[src/rtl/uart_hsif_pkg.sv]
package uart_hsif_pkg;

   localparam int DATA_W = 8;
   localparam int RXW    = DATA_W + 3;   // {brk, ferr, perr, data}

   typedef enum logic [2:0] {
      LS_IDLE, LS_START, LS_DATA, LS_PAR, LS_STOP, LS_HOLD
   } line_st_t;

   typedef struct packed {
      logic [1:0] len;
      logic       par_en;
      logic       par_odd;
      logic       par_stick;
   } par_cfg_t;

   typedef struct packed {
      par_cfg_t   pc;
      logic [1:0] stop;
   } frame_cfg_t;

   function automatic int data_bits(logic [1:0] len);
      return 5 + int'(len);
   endfunction

   function automatic logic [DATA_W-1:0] len_mask(logic [1:0] len);
      return DATA_W'((1 << data_bits(len)) - 1);
   endfunction

   // parity bit to send / expect for a given character
   function automatic logic par_calc(par_cfg_t c, logic [DATA_W-1:0] d);
      if (c.par_stick) return c.par_odd;
      return (^(d & len_mask(c.len))) ^ c.par_odd;
   endfunction

   // stop length in oversample ticks
   function automatic int stop_ticks(logic [1:0] sel, int ovs);
      case (sel)
         2'd0:    return ovs;
         2'd1:    return ovs + ovs / 2;
         default: return 2 * ovs;
      endcase
   endfunction

endpackage

[src/rtl/uart_hsif_fifo.sv]
module uart_hsif_fifo #(
   parameter int W     = 8,
   parameter int DEPTH = 16
) (
   input  logic                       clk,
   input  logic                       rst_n,
   input  logic                       push,
   input  logic [W-1:0]               din,
   input  logic                       pop,
   output logic [W-1:0]               dout,
   output logic                       full,
   output logic                       empty,
   output logic [$clog2(DEPTH+1)-1:0] level
);
   localparam int AW = $clog2(DEPTH);
   localparam int CW = $clog2(DEPTH + 1);

   if ((1 << AW) != DEPTH) begin : g_bad_depth
      $error("uart_hsif_fifo: DEPTH must be a power of two");
   end

   logic [W-1:0]  mem [DEPTH];
   logic [AW-1:0] wp, rp;
   logic [CW-1:0] cnt;
   logic          do_push, do_pop;

   assign full    = (cnt == CW'(DEPTH));
   assign empty   = (cnt == '0);
   assign do_push = push && !full;
   assign do_pop  = pop && !empty;
   assign dout    = mem[rp];
   assign level   = cnt;

   always_ff @(posedge clk) begin
      if (do_push) mem[wp] <= din;
   end

   always_ff @(posedge clk) begin
      if (!rst_n) begin
         wp  <= '0;
         rp  <= '0;
         cnt <= '0;
      end else begin
         if (do_push) wp <= wp + 1'b1;
         if (do_pop)  rp <= rp + 1'b1;
         case ({do_push, do_pop})
            2'b10:   cnt <= cnt + 1'b1;
            2'b01:   cnt <= cnt - 1'b1;
            default: cnt <= cnt;
         endcase
      end
   end
endmodule

[src/rtl/uart_hsif_tick.sv]
module uart_hsif_tick #(
   parameter int DIV_W = 16
) (
   input  logic             clk,
   input  logic             rst_n,
   input  logic [DIV_W-1:0] div,
   output logic             tick
);
   logic [DIV_W-1:0] cnt;
   logic             wrap;

   // divisor 0 and 1 both give a tick every cycle
   assign wrap = (div <= DIV_W'(1)) || (cnt >= div - 1'b1);

   always_ff @(posedge clk) begin
      if (!rst_n) begin
         cnt  <= '0;
         tick <= 1'b0;
      end else begin
         cnt  <= wrap ? '0 : cnt + 1'b1;
         tick <= wrap;
      end
   end
endmodule

[src/rtl/uart_hsif_tx.sv]
module uart_hsif_tx
   import uart_hsif_pkg::*;
#(
   parameter int OVS = 16
) (
   input  logic              clk,
   input  logic              rst_n,
   input  logic              tick,
   input  frame_cfg_t        cfg,
   input  logic              avail,
   input  logic [DATA_W-1:0] din,
   input  logic              send_ok,
   output logic              pop,
   output logic              txd,
   output logic              busy
);
   localparam int TCW = $clog2(2 * OVS);
   localparam int BW  = $clog2(DATA_W);

   line_st_t          st;
   logic [TCW-1:0]    tcnt, last;
   logic [BW-1:0]     bidx;
   logic [DATA_W-1:0] sh;
   logic              pbit, last_bit;

   assign pop      = (st == LS_IDLE) && tick && avail && send_ok;
   assign busy     = (st != LS_IDLE);
   assign last_bit = (int'(bidx) == data_bits(cfg.pc.len) - 1);

   always_comb begin
      if (st == LS_STOP) last = TCW'(stop_ticks(cfg.stop, OVS) - 1);
      else               last = TCW'(OVS - 1);
   end

   always_ff @(posedge clk) begin
      if (!rst_n) begin
         st   <= LS_IDLE;
         txd  <= 1'b1;
         tcnt <= '0;
         bidx <= '0;
         sh   <= '0;
         pbit <= 1'b0;
      end else if (st == LS_IDLE) begin
         if (pop) begin
            st   <= LS_START;
            txd  <= 1'b0;
            tcnt <= '0;
            sh   <= din;
            pbit <= par_calc(cfg.pc, din);
         end
      end else if (tick) begin
         if (tcnt != last) begin
            tcnt <= tcnt + 1'b1;
         end else begin
            tcnt <= '0;
            case (st)
               LS_START: begin
                  st   <= LS_DATA;
                  bidx <= '0;
                  txd  <= sh[0];
               end
               LS_DATA: begin
                  if (last_bit) begin
                     st  <= cfg.pc.par_en ? LS_PAR : LS_STOP;
                     txd <= cfg.pc.par_en ? pbit : 1'b1;
                  end else begin
                     bidx <= bidx + 1'b1;
                     sh   <= sh >> 1;
                     txd  <= sh[1];
                  end
               end
               LS_PAR: begin
                  st  <= LS_STOP;
                  txd <= 1'b1;
               end
               default: begin
                  st  <= LS_IDLE;
                  txd <= 1'b1;
               end
            endcase
         end
      end
   end
endmodule

[src/rtl/uart_hsif_rx.sv]
module uart_hsif_rx
   import uart_hsif_pkg::*;
#(
   parameter int OVS = 16
) (
   input  logic           clk,
   input  logic           rst_n,
   input  logic           tick,
   input  par_cfg_t       cfg,
   input  logic           line,
   output logic           push,
   output logic [RXW-1:0] word
);
   localparam int TCW  = $clog2(OVS);
   localparam int BW   = $clog2(DATA_W);
   localparam int HALF = OVS / 2;

   line_st_t          st;
   logic [TCW-1:0]    tcnt;
   logic [BW-1:0]     bidx;
   logic [DATA_W-1:0] sh;
   logic              prx, allz, mid, last_bit;

   assign mid      = tick && (tcnt == TCW'(OVS - 1));
   assign last_bit = (int'(bidx) == data_bits(cfg.len) - 1);

   always_ff @(posedge clk) begin
      if (!rst_n) begin
         st   <= LS_IDLE;
         tcnt <= '0;
         bidx <= '0;
         sh   <= '0;
         prx  <= 1'b0;
         allz <= 1'b0;
         push <= 1'b0;
         word <= '0;
      end else begin
         push <= 1'b0;
         if (tick && st != LS_IDLE && st != LS_HOLD && !mid) tcnt <= tcnt + 1'b1;
         case (st)
            LS_IDLE: begin
               if (tick && !line) begin
                  st   <= LS_START;
                  tcnt <= '0;
               end
            end
            LS_START: begin
               if (tick && tcnt == TCW'(HALF - 1)) begin
                  tcnt <= '0;
                  bidx <= '0;
                  sh   <= '0;
                  allz <= 1'b1;
                  st   <= line ? LS_IDLE : LS_DATA;
               end
            end
            LS_DATA: begin
               if (mid) begin
                  tcnt     <= '0;
                  sh[bidx] <= line;
                  allz     <= allz & !line;
                  if (last_bit) st <= cfg.par_en ? LS_PAR : LS_STOP;
                  else          bidx <= bidx + 1'b1;
               end
            end
            LS_PAR: begin
               if (mid) begin
                  tcnt <= '0;
                  prx  <= line;
                  allz <= allz & !line;
                  st   <= LS_STOP;
               end
            end
            LS_STOP: begin
               if (mid) begin
                  tcnt <= '0;
                  push <= 1'b1;
                  if (!line && allz) begin
                     word <= {1'b1, 1'b0, 1'b0, {DATA_W{1'b0}}};
                     st   <= LS_HOLD;
                  end else begin
                     word <= {1'b0, !line, cfg.par_en && (prx != par_calc(cfg, sh)), sh};
                     st   <= line ? LS_IDLE : LS_HOLD;
                  end
               end
            end
            default: begin
               if (line) st <= LS_IDLE;
            end
         endcase
      end
   end
endmodule

[src/rtl/uart_hsif.sv]
module uart_hsif
   import uart_hsif_pkg::*;
#(
   parameter int FIFO_DEPTH  = 16,
   parameter int DIV_W       = 16,
   parameter int OVS         = 16,
   parameter int RTS_LEVEL   = 14,
   parameter int SYNC_STAGES = 2
) (
   input  logic                            clk,
   input  logic                            rst_n,
   input  logic [1:0]                      cfg_len,
   input  logic [1:0]                      cfg_stop,
   input  logic                            cfg_par_en,
   input  logic                            cfg_par_odd,
   input  logic                            cfg_par_stick,
   input  logic [DIV_W-1:0]                cfg_div,
   input  logic                            cfg_afc_tx,
   input  logic                            cfg_afc_rx,
   input  logic                            tx_wr,
   input  logic [7:0]                      tx_data,
   output logic                            tx_full,
   output logic [$clog2(FIFO_DEPTH+1)-1:0] tx_level,
   output logic                            tx_busy,
   input  logic                            rx_rd,
   output logic [7:0]                      rx_data,
   output logic                            rx_perr,
   output logic                            rx_ferr,
   output logic                            rx_brk,
   output logic                            rx_empty,
   output logic [$clog2(FIFO_DEPTH+1)-1:0] rx_level,
   output logic                            txd,
   input  logic                            rxd,
   input  logic                            hs_in,
   output logic                            hs_out
);
   localparam int CW = $clog2(FIFO_DEPTH + 1);

   if (RTS_LEVEL < 1 || RTS_LEVEL > FIFO_DEPTH) begin : g_bad_rts
      $error("uart_hsif: RTS_LEVEL out of range");
   end
   if (OVS < 4 || (OVS % 2) != 0) begin : g_bad_ovs
      $error("uart_hsif: OVS must be even and at least 4");
   end
   if (SYNC_STAGES < 1) begin : g_bad_sync
      $error("uart_hsif: SYNC_STAGES must be at least 1");
   end

   frame_cfg_t     cfg;
   logic           tick, line_s;
   logic           tx_empty, tx_pop;
   logic [7:0]     tx_head;
   logic           rx_push;
   logic [RXW-1:0] rx_word, rx_head;

   assign cfg.pc.len       = cfg_len;
   assign cfg.pc.par_en    = cfg_par_en;
   assign cfg.pc.par_odd   = cfg_par_odd;
   assign cfg.pc.par_stick = cfg_par_stick;
   assign cfg.stop         = cfg_stop;

   // input synchronizer, depth chosen by parameter
   if (SYNC_STAGES == 1) begin : g_sync1
      always_ff @(posedge clk) begin
         if (!rst_n) line_s <= 1'b1;
         else        line_s <= rxd;
      end
   end else begin : g_syncn
      logic [SYNC_STAGES-1:0] sq;
      always_ff @(posedge clk) begin
         if (!rst_n) sq <= '1;
         else        sq <= {sq[SYNC_STAGES-2:0], rxd};
      end
      assign line_s = sq[SYNC_STAGES-1];
   end

   uart_hsif_tick #(.DIV_W(DIV_W)) u_tick (
      .clk(clk), .rst_n(rst_n), .div(cfg_div), .tick(tick)
   );

   uart_hsif_fifo #(.W(DATA_W), .DEPTH(FIFO_DEPTH)) u_txq (
      .clk(clk), .rst_n(rst_n), .push(tx_wr), .din(tx_data), .pop(tx_pop),
      .dout(tx_head), .full(tx_full), .empty(tx_empty), .level(tx_level)
   );

   uart_hsif_tx #(.OVS(OVS)) u_tx (
      .clk(clk), .rst_n(rst_n), .tick(tick), .cfg(cfg), .avail(!tx_empty),
      .din(tx_head), .send_ok(!cfg_afc_tx || hs_in), .pop(tx_pop),
      .txd(txd), .busy(tx_busy)
   );

   uart_hsif_rx #(.OVS(OVS)) u_rx (
      .clk(clk), .rst_n(rst_n), .tick(tick), .cfg(cfg.pc), .line(line_s),
      .push(rx_push), .word(rx_word)
   );

   uart_hsif_fifo #(.W(RXW), .DEPTH(FIFO_DEPTH)) u_rxq (
      .clk(clk), .rst_n(rst_n), .push(rx_push), .din(rx_word), .pop(rx_rd),
      .dout(rx_head), .full(), .empty(rx_empty), .level(rx_level)
   );

   assign {rx_brk, rx_ferr, rx_perr, rx_data} = rx_head;

   always_ff @(posedge clk) begin
      if (!rst_n) hs_out <= 1'b1;
      else        hs_out <= !(cfg_afc_rx && rx_level >= CW'(RTS_LEVEL));
   end
endmodule

[config.mk]
export PLATFORM = sky130hd
export DESIGN_NAME = uart_hsif
export DESIGN_NICKNAME = d
export VERILOG_FILES = /design/src/rtl/uart_hsif_pkg.sv /design/src/rtl/uart_hsif_fifo.sv /design/src/rtl/uart_hsif_tick.sv /design/src/rtl/uart_hsif_tx.sv /design/src/rtl/uart_hsif_rx.sv /design/src/rtl/uart_hsif.sv
export SDC_FILE = /design/constraint.sdc
export NUM_CORES = 1
export LEC_CHECK = 0
export BUFFER_PORTS_ARGS = -buffer_cell sky130_fd_sc_hd__buf_2
export CORE_MARGIN = 5
export CORE_UTILIZATION = 37
export DETAILED_ROUTE_END_ITERATION = 8
export HOLD_SLACK_MARGIN = 0.03
export PLACE_DENSITY_LB_ADDON = 0.15
export SLEW_MARGIN = 20
export SYNTH_ARGS = -nofsm -noshare
export SYNTH_HDL_FRONTEND = slang
export SYNTH_SLANG_ARGS = --single-unit
[constraint.sdc]
create_clock -name clk -period 5 [get_ports clk]
set_input_delay 1 -clock clk [delete_from_list [all_inputs] [get_ports clk]]
set_output_delay 1 -clock clk [all_outputs]
set_load 0.01 [all_outputs]
Yosys cells after proc, flatten, opt, wreduce, memory -nomap -nowiden
Memory sizes are Yosys's and may differ from the RTL's. A register that Yosys moved wholly into a read port is not among the register bits.
Index checks and enable logic that the tools add are counted.
{"block": "totals", "mem_bits_rw": 304, "regBits": 99, "output_inout_bits": 26, "word_cells": 238, "n_memories": 2, "inputBits": 39}
{"block": "classes", "n_shift": 1, "mux": 85, "order_cmp": 5, "n_eq_ne": 35, "reduce_logical": 60, "add_sub_neg": 18, "bitwise_logic": 8}
{"memory": "u_rxq.mem", "words": 16, "word_bits": 11, "rd": 1, "rd_ports_with_merged_regs": 1, "write_ports": 1, "line": "uart_hsif_fifo.sv:22", "source": "logic [W-1:0] mem [DEPTH];"}
{"memory": "u_txq.mem", "words": 16, "word_bits": 8, "rd": 1, "rd_ports_with_merged_regs": 1, "write_ports": 1, "line": "uart_hsif_fifo.sv:22"}
{"op": "$eq 4x32->1", "n": 2}
{"op": "$mux 8", "n": 8}
{"op": "$mux 3", "n": 19}
{"op": "$mux 4", "n": 8}
{"op": "$shl 1x32->8 const A", "n": 1}
{"op": "$sub 32x2->32 const B", "n": 1}
{"op": "$mux 5", "n": 6}
{"op": "$pmux 5 s2", "n": 3}
{"op": "$mux 1", "n": 29}
{"op": "$add 4x1->4 const B", "n": 5}
{"op": "$logic_and 1x1->1", "n": 17}
{"op": "$add 16x1->16 const B", "n": 1}
{"op": "$and 8x8->8", "n": 2}
{"op": "$ge 16x16->1", "n": 1}
{"op": "$le 16x1->1 const B", "n": 1}
{"op": "$ne 2x1->1 const B", "n": 8}
{"op": "$pmux 8 s2", "n": 1}
{"op": "$reduce_xor 8->1", "n": 2}
{"op": "$sub 16x1->16 const B", "n": 1}
{"op": "$add 5x1->5 const B", "n": 3}
{"op": "$pmux 3 s5", "n": 1}
{"op": "$reduce_bool 2->1", "n": 7}
{"op": "$eq 3x2->1 const B", "n": 4}
{"op": "$pmux 3 s2", "n": 2}
{"op": "44 further kinds", "n": 79}

Depth between registers and ports, before layout
{"block": "logic_depth", "word_depth": 14, "ltp_mapped": 14, "depth_no_buf": 13}

Cells and area by module
From an unflattened synthesis, not the netlist that was laid out.
{"block": "unflattened", "cells_unflattened": 1308, "area_unflattened_um2": 18227.5}
{"module": "uart_hsif_fifo (u_rxq)", "area_each_um2": 7717.4, "seq_area_each_um2": 5625.4, "instances": 1, "cells_per_inst": 404}
{"module": "uart_hsif_fifo (u_txq)", "area_each_um2": 5931.9, "seq_area_each_um2": 4184.0, "instances": 1, "cells_per_inst": 331}
{"module": "uart_hsif_rx", "area_each_um2": 1794.2, "seq_area_each_um2": 640.6, "instances": 1, "cells_per_inst": 237}
{"module": "uart_hsif_tick", "area_each_um2": 1372.6, "seq_area_each_um2": 340.3, "instances": 1, "cells_per_inst": 163}
{"module": "uart_hsif_tx", "area_each_um2": 1315.0, "seq_area_each_um2": 420.4, "instances": 1, "cells_per_inst": 164}
{"module": "uart_hsif", "area_each_um2": 96.3, "seq_area_each_um2": 60.1, "instances": 1, "cells_per_inst": 9}

Worst setup path before layout
No wires, ideal clock.
{"block": "synth_path", "kind": "input to register", "from": "input port cfg_div[11]", "to": "register u_tick.cnt[10]", "t_arrival_ns": 3.421, "required_time_ns": 4.914, "stages": 11, "setup_slack_ns": 1.494, "path_buffers": 1, "setup_ns": 0.086, "path_cell_list": "or4_1 > nor3_1 > xnor2_1 > ha_1 > a21o_1 > a21oi_1 > nor2b_1 > a311oi_1 > nand2_1 > clkbuf_1 > a211oi_1"}
{"block": "synth_via", "elab_chain_cells": 4, "elab_cells_between_ends": 5, "classes_between": "add/sub (1); order compare (2); reduce/logical (2)"}
{"element": "start: declaration", "line": "uart_hsif.sv:17", "source": "input logic [DIV_W-1:0] cfg_div,"}
{"element": "$sub 16x1->16", "line": "uart_hsif_tick.sv:13", "source": "assign wrap = (div <= DIV_W'(1)) || (cnt >= div - 1'b1);"}
{"element": "$ge 16x16->1", "line": "uart_hsif_tick.sv:13"}
{"element": "$logic_or 1x1->1 (*)", "line": "uart_hsif_tick.sv:13"}
{"element": "$reduce_or 2->1 (no source line) (*)"}
{"element": "end signal: assignment", "line": "uart_hsif_tick.sv:20", "source": "cnt <= wrap ? '0 : cnt + 1'b1;"}
{"element": "end: declaration", "line": "uart_hsif_tick.sv:9", "source": "logic [DIV_W-1:0] cnt;"}
Every way passes the cells marked *; elsewhere a longest branch is shown, timed or not.
A chain may end at the register's enable or synchronous reset.

==> results.cfg <==
[synth]
synth-adder-area-share = 0.0317
synth_mux_area_frac = 0.122
synth_top_family_by_area = multiplexers
ys_seq_elements = 411
ys_seq_area_frac = 0.646
avgSynthCellArea_um2 = 14.7
synthArstFlopShare = 0
synth_edf_count = 304
netlist_area_mm2 = 0.0174
synth_fp_nets = 1269
yosys_most_used_dff = edfxtp_1
synth-simple-area-share = 0.0845
synth_cells = 1187
synth_compound_area_frac = 0.0570
synth_cell_types = 54
synth_xor_xnor_area_share = 0.0369
ys_warn_count = 0

[global_route]
antenna_found_initial = 0
grt_pass1_vias = 9908
track_usage = 0.145
grt_pass1_wl_um = 57800
grt_max_degree = 60
grt_overflow = 0

[drt]
wl_per_cell_um = 19.1
via_per_inst = 5.12
drc_errors = 0
drt_iter0_markers = 601
drt-total-wl_um = 36400
dr.pass1.iters = 5
ant_nets = 0
vias = 9750

[clocking]
post_cts_buffers = 0
cts_inserted_buffers = 45
ctsHtreeMaxLevel = 2
cts.path.max_buffers = 3
cts_tree = built
insertion_delay_ns = 0.57
path_clk_slew_ns = 0.06
root_buffer = clkbuf_16
cts_hold_buf = 0
cts.sinks = 411
cts_resized = 0

[floorplanning]
core_mm2 = 0.0466
start_util = 0.375
die_width_um = 227
num_rows = 79
die_h_um = 227
io_pins = 65
die-area_mm2 = 0.0516

[setup_path]
reg2reg_to = u_tx.pbit
arrival_ns = 2.86
endpoint_kind = output pin
cp.required_ns = 4.00
crit_fanout = 29
r2r_slack_ns = 1.69
r2r_cells = 8
criticalPathCategory = flip-flop to output pin
start_kind = flip-flop

[place]
portBuffers = 64
gp_congestion = 0.739
preCtsSetupSlack_ns = 0.635
dpl_cell_area_mm2 = 0.0185
dpl.hpwl_um = 24100

[hold_path]
hold_end = g_syncn.sq[1]
worstHoldStart = g_syncn.sq[0]
hold_class = flip-flop to flip-flop
hold_depth = 1

[cells_and_area]
final_common_cell = edfxtp_1
mostFrequentLayoutCells = edfxtp_1, nor2_1, dfxtp_1
nets = 1341
area_growth_pct = 14.5
finalInstanceArea_mm2 = 0.0200
diodes = 0
drive_above_1_share = 0.196
post-route-util = 0.429

[sta]
max-slew-margin-rel = 0.305
timing.final.hold_violations = 0
finalSetupViolations = 0
skew_ns = 0.0136
fin_crit_sh = 0.773
max_freq_mhz = 259
rsz0062_at_grt = false
period_needed_ns = 3.86
tns_ns = 0
drv_slew = 0
tightest_slew_ns = 1.04
setup_slack_ns = 1.14

[power]
power_leakage_nw = 6.71
vdd_drop_max_v = 0.000272
powerDensity_mw_per_mm2 = 358

[flow_run]
drv_cap = 0

[outcome]
outcome = finished clean
[power by group]
part	switching, mW	internal [mW]
combinational	0.108	0.0648
clock	1.34	1.98
sequential	0.0110	3.65
[flip-flops by register name (all words and copies together) (netlist names), 3 cells and up, named ones only]
register,count
u_rxq.mem,176
u_rxq.level,5
u_txq.wp,4
u_rx.tcnt,4
u_rxq.wp,4
u_rx.bidx,3
u_rx.word,11
u_txq.mem,128
u_tx.st,3
u_rx.st,3
u_rxq.rp,4
u_tx.tcnt,5
u_txq.rp,4
u_tx.bidx,3
u_tx.sh,8
u_tick.cnt,16
u_txq.level,5
u_rx.sh,8
[Yosys cell counts (all sizes together), types with 3 or more instances]
| cell type | number | area share |
|---|---|---|
| edfxtp | 304 | 0.52 |
| nand2b | 12 | 0.0043 |
| nor3 | 19 | 0.0055 |
| o21a | 3 | 0.0013 |
| nand2 | 77 | 0.017 |
| clkbuf | 50 | 0.011 |
| and3 | 7 | 0.0025 |
| buf | 11 | 0.0052 |
| ha | 41 | 0.029 |
| a22oi | 10 | 0.0043 |
| inv | 29 | 0.0062 |
| a311oi | 8 | 0.0040 |
| dfxtp | 107 | 0.12 |
| o21ai | 33 | 0.0095 |
| a21oi | 63 | 0.018 |
| nand3 | 27 | 0.0077 |
| nand4b | 3 | 0.0015 |
| mux4 | 90 | 0.12 |
| a31oi | 6 | 0.0022 |
| nor2b | 11 | 0.0039 |
| xor2 | 30 | 0.015 |
| nor2 | 111 | 0.024 |
| or4 | 3 | 0.0013 |
| nor4 | 11 | 0.0043 |
| a21o | 12 | 0.0052 |
| and2 | 5 | 0.0018 |
| mux2i | 7 | 0.0040 |
| nor3b | 5 | 0.0024 |
| nand4 | 13 | 0.0047 |
| or3 | 6 | 0.0022 |
| xnor2 | 40 | 0.021 |
| a211oi | 17 | 0.0073 |
[kinds of logic after synthesis]
logic type                 Yosys count
DFF                                411
buffers and inverters               90
and+or+nand+nor                    314
adders and majority gates           43
AOI/OAI and AO/OA                  161
xor gates and xnor gates            71
muxes                               97
[metal layers]
metal | up-vias | global-route usage | routed length, um
met5 | - | 0 | 0
met4 | 0 | 0.0415 | 711
met3 | 48 | 0.0275 | 1470
met2 | 162 | 0.241 | 17800
met1 | 4859 | 0.196 | 16400
li1 | 4681 | - | -
[critical path: stages (launching register included)]
cell	delay [ns]
dfxtp_2	0.89
buf_4	0.40
mux4_2	0.35
mux4_2	0.49
buf_2	0.16
[how the worst max path moves through the flow]
stage                     start              to  slack (ns)  cells past startpoint
floorplan           cfg_div[11]  u_tick.cnt[10]        1.49                     11
global placement     cfg_div[6]  u_tick.cnt[14]        0.75                     12
detailed placement   cfg_div[6]  u_tick.cnt[11]        0.64                     12
CTS                   flip-flop      rx_data[3]        1.03                      3
global route         cfg_div[6]  u_tick.cnt[15]        0.88                     12
finish                flip-flop      rx_data[5]        1.14                      4
[stage by stage]
stage / total power, mW / cells / hold WS (ns)
floorplan: 3.83 / 1187 / 0.386
global placement: 3.91 / 1819 / 0.401
detailed placement: 3.91 / 1819 / 0.399
CTS: 7.27 / 1903 / 0.414
global route: 7.43 / 1903 / 0.439
finish: 7.16 / 1903 / 0.407
[layout make-up]
class                           count  area [um2]
Tap cell                          607         759
Multi-Input combinational cell    686        5830
Clock buffer                       72        1360
Inverter                           29         109
Sequential cell                   411       11300
Timing Repair Buffer               86         485
Clock inverter                     12         143
Fill cell                        4200       26600
Note: power is estimated with default switching activity, not from simulation.
